**src/rtl/pmr_pkg.sv**
```systemverilog
package pmr_pkg;
    typedef enum logic [1:0] {
        PM_RUN  = 2'd0,
        PM_IDLE = 2'd1,
        PM_STOP = 2'd2
    } pm_state_e;

    localparam int B_BAUD = 7;
    localparam int B_FESEL = 6;
    localparam int B_OFDF = 5;
    localparam int B_OFDE = 4;
    localparam int B_GF1 = 3;
    localparam int B_GF0 = 2;
    localparam int B_STOP = 1;
    localparam int B_IDLE = 0;
endpackage

```
**src/rtl/pmr_can_gate.sv**
```systemverilog
module pmr_can_gate #(
    parameter int NUM_CAN = 2
) (
    input  logic [NUM_CAN-1:0] can_rst,
    input  logic [NUM_CAN-1:0] can_swinit,
    input  logic [NUM_CAN-1:0] can_pdown,
    output logic               all_quiet
);
    logic [NUM_CAN-1:0] quiet;

    for (genvar g = 0; g < NUM_CAN; g++) begin : g_can
        assign quiet[g] = can_rst[g] | can_swinit[g] | can_pdown[g];
    end

    assign all_quiet = &quiet;
endmodule

```
**src/rtl/pmr_wake.sv**
```systemverilog
module pmr_wake #(
    parameter int NUM_IRQ = 2
) (
    input  logic [NUM_IRQ-1:0] ext_irq,
    input  logic [NUM_IRQ-1:0] ext_irq_en,
    output logic               any_irq,
    output logic               en_irq
);
    assign any_irq = |ext_irq;
    assign en_irq  = |(ext_irq & ext_irq_en);
endmodule

```
**src/rtl/pmr_mode_fsm.sv**
```systemverilog
module pmr_mode_fsm
    import pmr_pkg::*;
(
    input  logic clk,
    input  logic rst_n,
    input  logic wr_hit,
    input  logic wr_idle,
    input  logic wr_stop,
    input  logic can_quiet,
    input  logic any_irq,
    input  logic en_irq,
    output logic idle_mode,
    output logic stop_mode,
    output logic clkmul_clr,
    output logic stop_err
);
    pm_state_e state_q, state_d;
    logic      stop_ok;
    logic      stop_bad;
    logic      in_run_or_idle;

    assign in_run_or_idle = (state_q == PM_RUN) || (state_q == PM_IDLE);
    assign stop_bad = wr_hit && wr_stop && in_run_or_idle &&
                      (wr_idle || state_q == PM_IDLE) &&
                      !(state_q == PM_IDLE && any_irq);
    assign stop_ok  = wr_hit && wr_stop && !wr_idle &&
                      state_q == PM_RUN && can_quiet;

    always_comb begin
        state_d = state_q;
        unique case (state_q)
            PM_RUN: begin
                if (stop_ok)
                    state_d = PM_STOP;
                else if (wr_hit && wr_idle)
                    state_d = PM_IDLE;
            end
            PM_IDLE: begin
                if (any_irq)
                    state_d = PM_RUN;
                else if (wr_hit && !wr_idle)
                    state_d = PM_RUN;
            end
            PM_STOP: begin
                if (en_irq)
                    state_d = PM_RUN;
            end
            default: state_d = PM_RUN;
        endcase
    end

    always_ff @(posedge clk or negedge rst_n) begin
        if (!rst_n)
            state_q <= PM_RUN;
        else
            state_q <= state_d;
    end

    always_ff @(posedge clk or negedge rst_n) begin
        if (!rst_n) begin
            clkmul_clr <= 1'b0;
            stop_err   <= 1'b0;
        end else begin
            clkmul_clr <= (state_q != PM_STOP) && (state_d == PM_STOP);
            stop_err   <= stop_bad;
        end
    end

    assign idle_mode = (state_q == PM_IDLE);
    assign stop_mode = (state_q == PM_STOP);
endmodule

```
**src/rtl/pwr_mode_reg.sv**
```systemverilog
module pwr_mode_reg
    import pmr_pkg::*;
#(
    parameter logic [7:0] REG_ADDR = 8'h87,
    parameter int         NUM_CAN  = 2,
    parameter int         NUM_IRQ  = 2,
    parameter int         NUM_SER  = 3
) (
    input  logic               clk,
    input  logic               rst_n,
    input  logic [7:0]         sfr_addr,
    input  logic               sfr_wr,
    input  logic [7:0]         sfr_wdata,
    output logic [7:0]         sfr_rdata,
    input  logic [NUM_CAN-1:0] can_rst,
    input  logic [NUM_CAN-1:0] can_swinit,
    input  logic [NUM_CAN-1:0] can_pdown,
    input  logic [NUM_IRQ-1:0] ext_irq,
    input  logic [NUM_IRQ-1:0] ext_irq_en,
    input  logic               osc_fail_set,
    output logic               idle_mode,
    output logic               stop_mode,
    output logic               baud_dbl,
    output logic [NUM_SER-1:0] fe_sel,
    output logic               ofd_en,
    output logic               clkmul_clr,
    output logic               stop_err
);
    logic wr_hit;
    logic can_quiet;
    logic any_irq;
    logic en_irq;
    logic baud_q, fesel_q, ofdf_q, ofde_q, gf1_q, gf0_q;

    assign wr_hit = sfr_wr && (sfr_addr == REG_ADDR);

    pmr_can_gate #(.NUM_CAN(NUM_CAN)) u_can (
        .can_rst    (can_rst),
        .can_swinit (can_swinit),
        .can_pdown  (can_pdown),
        .all_quiet  (can_quiet)
    );

    pmr_wake #(.NUM_IRQ(NUM_IRQ)) u_wake (
        .ext_irq    (ext_irq),
        .ext_irq_en (ext_irq_en),
        .any_irq    (any_irq),
        .en_irq     (en_irq)
    );

    pmr_mode_fsm u_fsm (
        .clk        (clk),
        .rst_n      (rst_n),
        .wr_hit     (wr_hit),
        .wr_idle    (sfr_wdata[B_IDLE]),
        .wr_stop    (sfr_wdata[B_STOP]),
        .can_quiet  (can_quiet),
        .any_irq    (any_irq),
        .en_irq     (en_irq),
        .idle_mode  (idle_mode),
        .stop_mode  (stop_mode),
        .clkmul_clr (clkmul_clr),
        .stop_err   (stop_err)
    );

    always_ff @(posedge clk or negedge rst_n) begin
        if (!rst_n) begin
            baud_q  <= 1'b0;
            fesel_q <= 1'b0;
            ofde_q  <= 1'b0;
            gf1_q   <= 1'b0;
            gf0_q   <= 1'b0;
        end else if (wr_hit) begin
            baud_q  <= sfr_wdata[B_BAUD];
            fesel_q <= sfr_wdata[B_FESEL];
            ofde_q  <= sfr_wdata[B_OFDE];
            gf1_q   <= sfr_wdata[B_GF1];
            gf0_q   <= sfr_wdata[B_GF0];
        end
    end

    always_ff @(posedge clk or negedge rst_n) begin
        if (!rst_n)
            ofdf_q <= 1'b0;
        else if (osc_fail_set)
            ofdf_q <= 1'b1;
        else if (wr_hit && !sfr_wdata[B_OFDF])
            ofdf_q <= 1'b0;
    end

    always_comb begin
        sfr_rdata = 8'h00;
        if (sfr_addr == REG_ADDR) begin
            sfr_rdata[B_BAUD]  = baud_q;
            sfr_rdata[B_FESEL] = fesel_q;
            sfr_rdata[B_OFDF]  = ofdf_q;
            sfr_rdata[B_OFDE]  = ofde_q;
            sfr_rdata[B_GF1]   = gf1_q;
            sfr_rdata[B_GF0]   = gf0_q;
            sfr_rdata[B_STOP]  = 1'b0;
            sfr_rdata[B_IDLE]  = idle_mode;
        end
    end

    assign baud_dbl = baud_q;
    assign fe_sel   = {NUM_SER{fesel_q}};
    assign ofd_en   = ofde_q;
endmodule

```
**config.mk**
```make
export PLATFORM = sky130hd
export DESIGN_NAME = pwr_mode_reg
export DESIGN_NICKNAME = d
export VERILOG_FILES = /design/src/rtl/pmr_pkg.sv /design/src/rtl/pmr_can_gate.sv /design/src/rtl/pmr_wake.sv /design/src/rtl/pmr_mode_fsm.sv /design/src/rtl/pwr_mode_reg.sv
export SDC_FILE = /design/constraint.sdc
export NUM_CORES = 1
export LEC_CHECK = 0
export ABC_CLOCK_PERIOD_IN_PS = 2100
export BUFFER_PORTS_ARGS = -buffer_cell sky130_fd_sc_hd__buf_2
export CORE_AREA = 2 2 40 46
export DETAILED_ROUTE_END_ITERATION = 16
export DIE_AREA = 0 0 42 48
export PLACE_DENSITY = 0.83
export RECOVER_POWER = 50
export REMOVE_ABC_BUFFERS = 1
export SKIP_LAST_GASP = 1
export SLEW_MARGIN = 20
export SYNTH_ARGS = -nofsm -noshare
export SYNTH_HDL_FRONTEND = slang
export SYNTH_SLANG_ARGS = --single-unit
```
**constraint.sdc**
```tcl
create_clock -name clk -period 2.1 [get_ports clk]
set_input_delay 0.105 -clock clk [delete_from_list [all_inputs] [get_ports clk]]
set_output_delay 0.105 -clock clk [all_outputs]
set_load 0.05 [all_outputs]
```
==> insert_results.sql <==
INSERT INTO impl_metrics (metric_group, metric, value, unit) VALUES
('die', 'core', '1520', 'um^2'),
('setup_path', 'required', '2.00', 'ns'),
('die', 'design.portCount', '47', ''),
('setup_path', 'worst_setup_path_start_kind', 'input port', ''),
('power_and_ir_drop', 'internal_power', '0.000297', 'W'),
('clock_network', 'clk_latency', '0.25', 'ns'),
('drt', 'dr_total_vias', '575', ''),
('min_path', 'cells_on_worst_hold_path', '2', ''),
('yosys', 'synth_warnings', '0', ''),
('placed_design', 'place.detailed.hpwl', '1250', 'um'),
('yosys', 'yosysUniqueCellTypes', '26', ''),
('power_and_ir_drop', 'power.leakage', '0.455', 'nW'),
('timing', 'finalSetupViolCount', '0', ''),
('clock_network', 'cts.root.buffer_cell', 'sky130_fd_sc_hd__clkbuf_4', ''),
('setup_path', 'crit_fanout', '9', ''),
('final_layout', 'total_inserted_antenna_cells', '0', ''),
('setup_path', 'reg_to_reg_critical_path_endpoint', 'u_fsm.state_q[1]', ''),
('timing', 'timing.setup.tns', '0', 'ns'),
('grt', 'grt_first_pass_wirelength', '2190', 'um'),
('power_and_ir_drop', 'netSwitchingPower', '0.000113', 'W'),
('run', 'drv_cap', '0', ''),
('clock_network', 'clock_path_buffers', '2', ''),
('setup_path', 'critPathTopFamily', 'simple AND/OR/NAND/NOR gates', ''),
('clock_network', 'clock_tree.htree_level_count', '1', ''),
('yosys', 'yosysTopAreaCellShare', '42.2', '%'),
('drt', 'final_antenna_net_count', '0', ''),
('grt', 'grt_antenna_before_repair', '0', ''),
('timing', 'rsz0062_at_grt', 'false', ''),
('grt', 'grt_start_max_net_pins', '11', ''),
('setup_path', 'worst-endpoint-arrival', '1.43', 'ns'),
('placed_design', 'gp_congestion', '0.874', ''),
('drt', 'dr.pass1.iters', '2', ''),
('yosys', 'yosys_register_bits', '10', ''),
('drt', 'routed_wire_length_per_instance', '12.7', 'um'),
('timing', 'timing.max_slew.rel_slack', '50.9', '%'),
('timing', 'worst_slew_pin_slew', '0.734', 'ns'),
('placed_design', 'placed_cells_incl_taps', '111', ''),
('setup_path', 'worstSetupEndpointType', 'output pin', ''),
('yosys', 'synthCells', '54', ''),
('power_and_ir_drop', 'ir_worst_vdd', '0.284', 'mV'),
('die', 'row_count', '15', ''),
('setup_path', 'crit_path_frequent_cell', 'sky130_fd_sc_hd__buf_2', ''),
('yosys', 'syn_area', '593', 'um^2'),
('timing', 'report.final.slew_viol_count', '0', ''),
('yosys', 'yosys.area.top_type', 'sky130_fd_sc_hd__dfrtp_1', ''),
('clock_network', 'clkTransAtPathRegs', '0.06', 'ns'),
('clock_network', 'cts_resized', '0', ''),
('clock_network', 'tritoncts.num_buffers', '3', ''),
('final_layout', 'fin_nets', '130', ''),
('yosys', 'synth.yosys.seq_area_share', '42.2', '%'),
('timing', 'final.min_clock_period', '1.53', 'ns'),
('power_and_ir_drop', 'share_comb_of_total_power', '20.4', '%'),
('drt', 'avgViaCountPerCell', '5.00', ''),
('setup_path', 'reg2reg_depth', '3', ''),
('timing', 'final_hold_viol_count', '0', ''),
('timing', 'clock_skews', '0.00188', 'ns'),
('run_status', 'status', 'completed', ''),
('yosys', 'syn_avg_cell_area', '11.0', 'um^2'),
('timing', 'fin_crit_sh', '73.0', '%'),
('power_and_ir_drop', 'clkPwrFrac', '30.1', '%'),
('drt', 'drtIter0Drc', '3', ''),
('grt', 'gr-total-overflow', '0', ''),
('die', 'starting_utilization_of_the_core_area', '39.0', '%'),
('power_and_ir_drop', 'power-per-cell-area', '500', 'nW/um^2'),
('grt', 'globalRouteTotalUtil', '15.4', '%'),
('final_layout', 'instances_no_fill', '115', ''),
('setup_path', 'worst-path-buf-inv', '2', ''),
('min_path', 'timing.hold.worst.start', 'osc_fail_set', ''),
('setup_path', 'crit_chain', 'buf_2 > nor4b_2 > and3_1 > buf_2', ''),
('clock_network', 'clkSinkCount', '10', ''),
('setup_path', 'r2r_start', 'u_fsm.state_q[1]', '');
## power by group through the flow
stage          Clock, W  Combinational, W  Sequential, W
2_1_floorplan         0         0.0000267       0.000222
3_3_place_gp          0         0.0000847       0.000206
3_5_place_dp          0         0.0000863       0.000206
4_1_cts        0.000129         0.0000881       0.000203
5_1_grt        0.000136         0.0000908       0.000204
6_report       0.000123         0.0000837       0.000203
## synth_stat cells
| cell type | count |
|---|---|
| sky130_fd_sc_hd__a211oi_1 | 1 |
| sky130_fd_sc_hd__and3_1 | 7 |
| sky130_fd_sc_hd__and4b_1 | 1 |
| sky130_fd_sc_hd__buf_4 | 4 |
| sky130_fd_sc_hd__clkbuf_1 | 1 |
| sky130_fd_sc_hd__conb_1 | 1 |
| sky130_fd_sc_hd__dfrtp_1 | 10 |
| sky130_fd_sc_hd__inv_1 | 1 |
| sky130_fd_sc_hd__mux2_2 | 5 |
| sky130_fd_sc_hd__mux2i_1 | 1 |
| sky130_fd_sc_hd__nand2_1 | 2 |
| sky130_fd_sc_hd__nand2b_1 | 2 |
| sky130_fd_sc_hd__nand3_1 | 1 |
| sky130_fd_sc_hd__nand3_4 | 1 |
| sky130_fd_sc_hd__nand4_1 | 1 |
| sky130_fd_sc_hd__nand4b_1 | 1 |
| sky130_fd_sc_hd__nor2_1 | 1 |
| sky130_fd_sc_hd__nor2b_1 | 3 |
| sky130_fd_sc_hd__nor3_1 | 3 |
| sky130_fd_sc_hd__nor4_1 | 1 |
| sky130_fd_sc_hd__nor4b_4 | 1 |
| sky130_fd_sc_hd__o31ai_1 | 1 |
| sky130_fd_sc_hd__o41ai_1 | 1 |
| sky130_fd_sc_hd__o41ai_2 | 1 |
| sky130_fd_sc_hd__or3_1 | 1 |
| sky130_fd_sc_hd__or4b_1 | 1 |
## per-stage QoR
step	hold slack [ns]	power [W]	setup slack, ns	utilization (%)
2_1_floorplan	-0.191	0.000249	0.167	-
3_3_place_gp	-0.0271	0.000290	0.767	53.0
3_5_place_dp	-0.0267	0.000292	0.686	53.0
4_1_cts	0.0340	0.000420	0.699	55.1
5_1_grt	0.0307	0.000431	0.459	53.9
6_report	0.0419	0.000410	0.567	53.9
## worst max-delay path by stage
stage	start	endpoint	depth (start not counted)
floorplan	fesel_q	sfr_rdata[6]	1
global placement	sfr_addr[5]	u_fsm.state_q[1]	4
detailed placement	sfr_addr[5]	u_fsm.state_q[1]	4
CTS	u_fsm.state_q[0]	sfr_rdata[0]	3
global route	sfr_addr[5]	sfr_rdata[3]	4
finish	sfr_addr[5]	sfr_rdata[3]	4
## cells in the final DEF (no fill, tap or decap), drive strengths merged, types with 2 or more instances in the layout
cell type and count:
buf 37, and3 7, clkbuf 11, nor2b 3, dfrtp 10, mux2 5
nand3 2, nand2 2, nand2b 2, nor3 3, o41ai 2
## per-layer routing
layer	wire length (um)	track usage [%]
met5	0	0
met4	10	7.74
met3	130	5.66
met2	793	27.8
met1	523	16.4
## registers in the layout, indices dropped and copies added (netlist names)
signal	flops
baud_dbl	1
u_fsm.clkmul_clr	1
u_fsm.stop_err	1
ofd_en	1
ofdf_q	1
gf0_q	1
fesel_q	1
gf1_q	1
u_fsm.state_q	2
## cell families after synthesis
logic type,Yosys count,synth area share [%]
AOI/OAI and AO/OA,4,6.75
and+or+nand+nor,27,32.9
DFF,10,42.2
muxes,6,11.2
buffers and inverters,6,6.33
other,1,0.632
## area by class of cell
class                           instances  area [um^2]
Clock buffer                            3         22.5
Inverter                                1         3.75
Fill cell                             143          701
Tap cell                               17         21.3
Timing Repair Buffer                   46          225
Sequential cell                        10          250
Multi-Input combinational cell         38          297
## what timing repair did
| item | CTS | global route |
|---|---|---|
| buffers inserted | 0 | 0 |
| hold buffers | 1 | 0 |
| endpoints found under the setup margin | 0 | 0 |
| endpoints found under the hold margin | 10 | 0 |
(Power assumes the default switching activity.)
